--- src/rtl/alarm_status_pkg.sv ---
package alarm_status_pkg;

    localparam int NUM_CH  = 4;
    localparam int NUM_ALM = 4;
    localparam int ADDR_W  = 4;

    typedef enum logic {
        CH_QUIET   = 1'b0,
        CH_FLAGGED = 1'b1
    } ch_state_t;

    // Register address of channel ch: 2, 5, 8, 11
    function automatic int ch_addr(input int ch);
        return 2 + 3 * ch;
    endfunction

endpackage

--- src/rtl/alarm_sync.sv ---
module alarm_sync #(
    parameter int WIDTH = 16
) (
    input  logic             clk,
    input  logic             rst_n,
    input  logic [WIDTH-1:0] async_i,
    output logic [WIDTH-1:0] sync_o
);

    logic [WIDTH-1:0] meta_q;
    logic [WIDTH-1:0] sync_q;

    generate
        for (genvar b = 0; b < WIDTH; b++) begin : g_bit
            always_ff @(posedge clk or negedge rst_n) begin
                if (!rst_n) begin
                    meta_q[b] <= 1'b0;
                    sync_q[b] <= 1'b0;
                end else begin
                    meta_q[b] <= async_i[b];
                    sync_q[b] <= meta_q[b];
                end
            end
        end
    endgenerate

    assign sync_o = sync_q;

    // Live level is the first stage delayed by one edge
    assert_live_follows_R1: assert property (@(posedge clk) disable iff (!rst_n)
        1'b1 |=> sync_q == $past(meta_q));

endmodule

--- src/rtl/alarm_channel.sv ---
module alarm_channel
    import alarm_status_pkg::*;
#(
    parameter int NUM_ALM_P = 4
) (
    input  logic                 clk,
    input  logic                 rst_n,
    input  logic [NUM_ALM_P-1:0] live_i,
    input  logic                 clr_i,
    output logic [NUM_ALM_P-1:0] sticky_o,
    output logic                 flagged_o
);

    logic [NUM_ALM_P-1:0] prev_q;
    logic [NUM_ALM_P-1:0] sticky_q;
    logic [NUM_ALM_P-1:0] change;
    logic [NUM_ALM_P-1:0] sticky_d;
    ch_state_t            state_q, state_d;

    assign change   = live_i ^ prev_q;
    // A change wins over a clear in the same cycle
    assign sticky_d = (clr_i ? '0 : sticky_q) | change;

    always_ff @(posedge clk or negedge rst_n) begin
        if (!rst_n) begin
            prev_q   <= '0;
            sticky_q <= '0;
        end else begin
            prev_q   <= live_i;
            sticky_q <= sticky_d;
        end
    end

    // State register
    always_ff @(posedge clk or negedge rst_n) begin
        if (!rst_n) state_q <= CH_QUIET;
        else        state_q <= state_d;
    end

    // Next state
    always_comb begin
        state_d = state_q;
        unique case (state_q)
            CH_QUIET:   if (|change)                   state_d = CH_FLAGGED;
            CH_FLAGGED: if (clr_i && (sticky_d == '0)) state_d = CH_QUIET;
            default:                                   state_d = CH_QUIET;
        endcase
    end

    // Outputs
    always_comb begin
        flagged_o = (state_q == CH_FLAGGED);
        sticky_o  = sticky_q;
    end

    // A detected change leaves its flag set, whatever the read
    assert_change_sets_R2: assert property (@(posedge clk) disable iff (!rst_n)
        (change != '0) |=> ((sticky_q & $past(change)) == $past(change)));

    // Without a clear no flag drops
    assert_sticky_hold_R4: assert property (@(posedge clk) disable iff (!rst_n)
        !clr_i |=> ((sticky_q & $past(sticky_q)) == $past(sticky_q)));

    // The state machine agrees with the flag bank
    assert_state_matches_R8: assert property (@(posedge clk) disable iff (!rst_n)
        (state_q == CH_QUIET) == (sticky_q == '0));

endmodule

--- src/rtl/alarm_status_bank.sv ---
module alarm_status_bank
    import alarm_status_pkg::*;
#(
    parameter int NUM_CH_P  = NUM_CH,
    parameter int NUM_ALM_P = NUM_ALM,
    parameter int ADDR_W_P  = ADDR_W
) (
    input  logic                            clk,
    input  logic                            rst_n,
    input  logic [NUM_CH_P*NUM_ALM_P-1:0]   alarm_in,
    input  logic                            rd_en,
    input  logic [ADDR_W_P-1:0]             rd_addr,
    output logic [2*NUM_ALM_P-1:0]          rd_data,
    output logic                            irq
);

    localparam int TOTAL  = NUM_CH_P * NUM_ALM_P;
    localparam int DATA_W = 2 * NUM_ALM_P;

    logic [TOTAL-1:0]    live_all;
    logic [NUM_CH_P-1:0] hit;
    logic [NUM_CH_P-1:0] flagged;
    logic [DATA_W-1:0]   word [NUM_CH_P];

    alarm_sync #(.WIDTH(TOTAL)) u_sync (
        .clk    (clk),
        .rst_n  (rst_n),
        .async_i(alarm_in),
        .sync_o (live_all)
    );

    generate
        for (genvar c = 0; c < NUM_CH_P; c++) begin : g_ch
            logic [NUM_ALM_P-1:0] live_c;
            logic [NUM_ALM_P-1:0] sticky_c;

            assign live_c = live_all[c*NUM_ALM_P +: NUM_ALM_P];
            assign hit[c] = rd_en && (rd_addr == ADDR_W_P'(ch_addr(c)));

            alarm_channel #(.NUM_ALM_P(NUM_ALM_P)) u_chan (
                .clk      (clk),
                .rst_n    (rst_n),
                .live_i   (live_c),
                .clr_i    (hit[c]),
                .sticky_o (sticky_c),
                .flagged_o(flagged[c])
            );

            assign word[c] = hit[c] ? {live_c, sticky_c} : '0;
        end
    endgenerate

    always_comb begin
        rd_data = '0;
        for (int c = 0; c < NUM_CH_P; c++) rd_data = rd_data | word[c];
    end

    assign irq = |flagged;

    // At most one channel decodes any address
    assert_one_channel_R5: assert property (@(posedge clk) disable iff (!rst_n)
        $onehot0(hit));

    // No decoded channel means an empty bus
    assert_unmapped_zero_R9: assert property (@(posedge clk) disable iff (!rst_n)
        (hit == '0) |-> (rd_data == '0));

    // irq drops only on the edge of a read
    assert_irq_fall_on_read_R8: assert property (@(posedge clk) disable iff (!rst_n)
        $fell(irq) |-> $past(rd_en));

endmodule

--- config.mk ---
export PLATFORM = sky130hd
export DESIGN_NAME = alarm_status_bank
export DESIGN_NICKNAME = d
export VERILOG_FILES = /design/src/rtl/alarm_status_pkg.sv /design/src/rtl/alarm_sync.sv /design/src/rtl/alarm_channel.sv /design/src/rtl/alarm_status_bank.sv
export SDC_FILE = /design/constraint.sdc
export NUM_CORES = 1
export LEC_CHECK = 0
export ABC_AREA = 1
export BUFFER_PORTS_ARGS = -buffer_cell sky130_fd_sc_hd__buf_2
export CAP_MARGIN = 10
export CORE_MARGIN = 1
export CORE_UTILIZATION = 61
export DETAILED_ROUTE_END_ITERATION = 12
export PLACE_DENSITY_LB_ADDON = 0.2
export SYNTH_ARGS = -nofsm -noshare
export SYNTH_HDL_FRONTEND = slang
export SYNTH_HIERARCHICAL = 1
export SYNTH_SLANG_ARGS = --single-unit
--- constraint.sdc ---
create_clock -name clk -period 1.34 [get_ports clk]
set_input_delay 0 -clock clk [delete_from_list [all_inputs] [get_ports clk]]
set_output_delay 0 -clock clk [all_outputs]
set_load 0.02 [all_outputs]
-- Yosys cells after proc, flatten, opt, wreduce, memory -nomap -nowiden
Index checks and enable logic that the tools add are counted.
W data, S select, Z words.
- flip-flop bits (word level): 68
- latch bits: 0
- RAM bits: 0
- ROM bits: 0
- input port bits: 23
- output and inout bits: 9
- logic and storage cells: 100
- memories: 0
- add/sub/neg operators: 0
- $mul: 0
- div/mod/pow operators: 0
- magnitude comparators: 0
- eq/ne operators: 4
- shift-type cells: 0
- multiplexer cells: 20
- bitwise gates (word level): 15
- reduce and logical (&&, ||, !) cells: 17
- operator list (cell ; count):
    $mux W8 ; 4
    $or A8 B8 Y8 ; 3
    $reduce_or A4 Y1 ; 5
    $logic_not A4 Y1 ; 4
    $mux W4 ; 4
    $or A4 B4 Y4 ; 4
    $xor A4 B4 Y4 ; 4
    $eq A4 B4 Y1 const B ; 2
    $logic_and A1 B1 Y1 ; 8
    $mux W1 ; 8
    $pmux W1 S2 ; 4
    $eq A4 B2 Y1 const B ; 1
    $eq A4 B3 Y1 const B ; 1
    $not A1 Y1 ; 4

-- Depth between registers and ports, before layout
- word-level depth: 8
- depth in mapped cells: 8
- depth with buffers taken out: 7

-- Modules after synthesis
Netlist, hierarchy kept.
- by module, submodules not included (module ; times used ; cells an instance ; area an instance (um2) ; sequential area each (um2)):
    alarm_channel ; 4 ; 38 ; 352.8 ; 225.2
    alarm_sync ; 1 ; 32 ; 800.8 ; 800.8
    alarm_status_bank ; 1 ; 94 ; 441.7 ; 0.0

-- Worst setup path before layout
No wires, ideal clock.
- kind: input to register
- from: in rd_addr[3]
- to: reg g_ch[2].u_chan.state_q
- setup time: 0.127 ns
- arrival time: 1.086 ns
- required time: 1.213 ns
- slack: 0.127 ns
- stages on the path: 8
- path buffers: 1
- cells stage by stage: inv_1 > nor2_4 > buf_4 > inv_1 > nor4_1 > nor2_1 > nor2_1 > nand3_1
- word-level cells in the longest chain between the ends: 8
- RTL lines (element ; RTL line ; text):
    start, declared ; alarm_status_bank.sv:12 ; input logic [ADDR_W_P-1:0] rd_addr,
    $eq A4 B4 Y1 (*) ; alarm_status_bank.sv:38 ; assign hit[c] = rd_en && (rd_addr == ADDR_W_P'(ch_addr(c)));
    $logic_and A1 B1 Y1 (*) ; alarm_status_bank.sv:38 ;
    named net hit[2] ; alarm_status_bank.sv:21 ; logic [NUM_CH_P-1:0] hit;
    $mux W4 ; alarm_channel.sv:22 ; assign sticky_d = (clr_i ? '0 : sticky_q) | change;
    $or A4 B4 Y4 ; alarm_channel.sv:22 ;
    $logic_not A4 Y1 ; alarm_channel.sv:45 ; CH_FLAGGED: if (clr_i && (sticky_d == '0)) state_d = CH_QUIET;
    $logic_and A1 B1 Y1 (*) ; alarm_channel.sv:45 ;
    $mux W1 (*) ; alarm_channel.sv:45 ;
    $pmux W1 S2 (*) ; alarm_channel.sv:43 ; unique case (state_q)
    named net g_ch[2].u_chan.state_d ; alarm_channel.sv:18 ; ch_state_t state_q, state_d;
    end signal, assigned ; alarm_channel.sv:37 ; else state_q <= state_d;
    end, declared ; alarm_channel.sv:18 ;
The timed path passes the listed nets; every way through them passes the cells marked *.

-- Final worst setup path
- from: reg u_sync.sync_q[2] (netlist: u_sync/sync_o[2])
- to: out rd_data[6]
- word-level cells in the longest chain between the ends: 4
- RTL lines (element ; RTL line ; text):
    start, declared ; alarm_sync.sv:11 ; logic [WIDTH-1:0] sync_q;
    start signal, assigned by index ; alarm_sync.sv:21 ; sync_q[b] <= meta_q[b];
    $mux W8 ; alarm_status_bank.sv:49 ; assign word[c] = hit[c] ? {live_c, sticky_c} : '0;
    $or A8 B8 Y8 (3 in series) ; alarm_status_bank.sv:55 ; for (int c = 0; c < NUM_CH_P; c++) rd_data = rd_data | word[c];
    end, declared ; alarm_status_bank.sv:13 ; output logic [2*NUM_ALM_P-1:0] rd_data,
Every way passes these cells.

==> flow_summary.toml <==
[logic_synthesis]
synthCells = 278
ys_seq_elements = 68
netlist_area_um2 = 2650
avgSynthCellArea_um2 = 9.55
ys.warnings.count = 6
synth_cell_types = 15
seq_area_frac_synth_pct = 64.1
syn_nets = 301

[power]
ir_worst_vdd_mv = 0.957
power.total_w = 0.00417
power_density_nw_per_um2 = 1260
p_leak_nw = 1.79

[min_path]
holdPathStages = 5
holdCritStartpoint = "rd_addr[1]"
hold_path_end = "g_ch[2].u_chan/flagged_o$_DFF_PN0_"
hold_class = "input pin to flop"

[timing]
maxSlewHeadroom_pct = 64.3
layout_min_cycle_time_ns = 1.26
skew_ns = 0.00537
setup_viol = 0
finalMaxSlewViolations = 0
max_freq_mhz = 791
fin_crit_sh_pct = 94.4
worst_pin_slew_ns = 0.534
setup_ws_ns = 0.0754
hold_viol = 0

[worst_setup_path]
r2r_slack_ns = 0.39
path_max_fanout = 4
end_kind = "output pin"
cp_data_arrival_time_ns = 1.26
rr_startpoint = "u_sync/sync_o[2]$_DFF_PN0_"
crit_required_ns = 1.34
r2r-end = "g_ch[0].u_chan/flagged_o$_DFF_PN0_"
cp-start-kind = "flop"
critical_path_class = "flop to output pin"
rr_worst_depth = 5

[detailed_routing]
drtAntennaViolNets = 0
route.detailed.drc = 0
wl_per_cell_um = 13.0
drtIter0Drc = 134
wl_mm = 5.17
vias_per_cell = 5.02
firstDrtPassIters = 4
vias = 1992

[finish]
final_area_um2 = 3300
n_antenna_cell = 0
syn_to_final_growth_pct = 24.3
layout-drive-gt1-share_pct = 17.0
fin_cells = 397
finish.net_count = 365

[job]
cap_violations = 0

[place]
gp_congestion = 0.833
placed_cells = 362
port_buffers = 31
place_ws_ns = 0.142
post_dp_cell_area_um2 = 2910
dp_hpwl_mm = 3.41

[clock_tree]
cts_tree = "yes"
clockBufferDepth = 2
h-tree-depth = 3
path_clk_slew_ns = 0.08
worstSkewPairLatency_ns = 0.34
cts_num_sinks = 68
cts_buffers = 9
cts_root_buffer = "clkbuf_8"

[global_routing]
grt_max_degree = 69
grt_antenna_before_repair = 0
grt_pass1_wl_mm = 8.04
grt.overflow.total = 0
grt.total_usage_pct = 25.8
first_global_vias = 1801

[die]
rows = 23
io_pins = 32
die_w_um = 68.0
die_area_um2 = 4620
fp.coreArea_um2 = 4090
start_util_pct = 64.9
die_h_um = 68.0

[outcome]
status = "completed"
-- worst max-delay path, stage by stage, from the launching register on --
cell     delay (ns)
dfrtp_1        0.43
nand4_1        0.14
nand2_1        0.11
inv_1          0.04
nand2_1        0.05
buf_2          0.16
-- Yosys cell counts, drive strengths merged --
| cell | instances | area share, % |
|---|---|---|
| buf | 3 | 0.66 |
| dfrtp | 68 | 64 |
| inv | 64 | 9.1 |
| nand2 | 71 | 10 |
| nand3 | 13 | 2.5 |
| nand4 | 16 | 3.8 |
| nor2 | 20 | 3.8 |
| nor3 | 1 | 0.19 |
| nor4 | 2 | 0.47 |
| o211ai | 12 | 3.4 |
| o21ai | 4 | 0.75 |
| xnor2 | 4 | 1.3 |
-- kinds of logic after synthesis --
group	share of synthesized area (%)
AOI/OAI and AO/OA	4.15
xor gates and xnor gates	1.32
buffers and inverters	9.71
DFF	64.1
and+or+nand+nor	20.7
-- final cells by class --
class | count | area, µm²
Tap cell | 50 | 62.6
Fill cell | 266 | 787
Sequential cell | 68 | 1700
Multi-Input combinational cell | 143 | 694
Clock buffer | 9 | 124
Clock inverter | 7 | 76.3
Timing Repair Buffer | 56 | 400
Inverter | 64 | 240
-- worst max-delay path by stage --
stage	start	to	slack (ns)	depth (start not counted)
global placement	rd_en	g_ch[2].u_chan/sticky_o[0]$_DFF_PN0_	0.16	5
floorplan	rd_addr[3]	g_ch[2].u_chan/flagged_o$_DFF_PN0_	0.13	8
global route	u_sync/sync_o[0]$_DFF_PN0_	rd_data[4]	-0.004	5
finish	u_sync/sync_o[2]$_DFF_PN0_	rd_data[6]	0.08	5
detailed placement	rd_en	g_ch[2].u_chan/sticky_o[2]$_DFF_PN0_	0.14	5
CTS	u_sync/sync_o[0]$_DFF_PN0_	rd_data[4]	0.07	5
-- metrics by stage --
step	setup TNS, ns	util, %	hold slack [ns]
after global routing	-0.00440	80.7	0.115
after CTS	0	80.3	0.0952
after global placement	0	71.2	0.0425
after detailed placement	0	71.2	0.0429
after floorplan	0	-	-0.296
final	0	80.7	0.113
-- placed cells by master, fill, tap and decap left out, drive strengths merged --
master,netlist,routed
buf,3,39
o21ai,4,4
nor2,20,20
o211ai,12,12
clkbuf,0,9
dlygate4sd3,0,17
nor3,1,1
clkinv,0,3
dfrtp,68,68
clkinvlp,0,2
bufinv,0,1
nand4,16,16
nor4,2,2
inv,64,65
nand3,13,13
xnor2,4,4
nand2,71,71
-- power by group --
part	internal (W)	total [W]	switching (W)
clock	0.000866	0.00165	0.000784
sequential	0.00214	0.00220	0.0000571
combinational	0.000132	0.000322	0.000189
total	0.00314	0.00417	0.00103
-- state kept, by name (all words and copies together), names as in the netlist --
signal                 count
g_ch.u_chan/sticky_o      16
u_sync/meta_q             16
g_ch.u_chan/flagged_o      4
u_sync/sync_o             16
g_ch.u_chan/prev_q        16
-- metal layers --
layer  routed length [µm]  track usage, %
met5                    0               0
met3                  289            9.00
met4                  133            10.9
met2                 2450            39.5
met1                 2300            33.3
-- repair_timing --
| action | CTS | global route |
|---|---|---|
| setup endpoints to repair | 0 | 2 |
| hold endpoints to repair | 84 | 0 |
| setup buffers | 0 | 2 |
| hold buffers | 17 | 0 |
| resized for setup | 0 | 1 |
(Power assumes the default switching activity.)
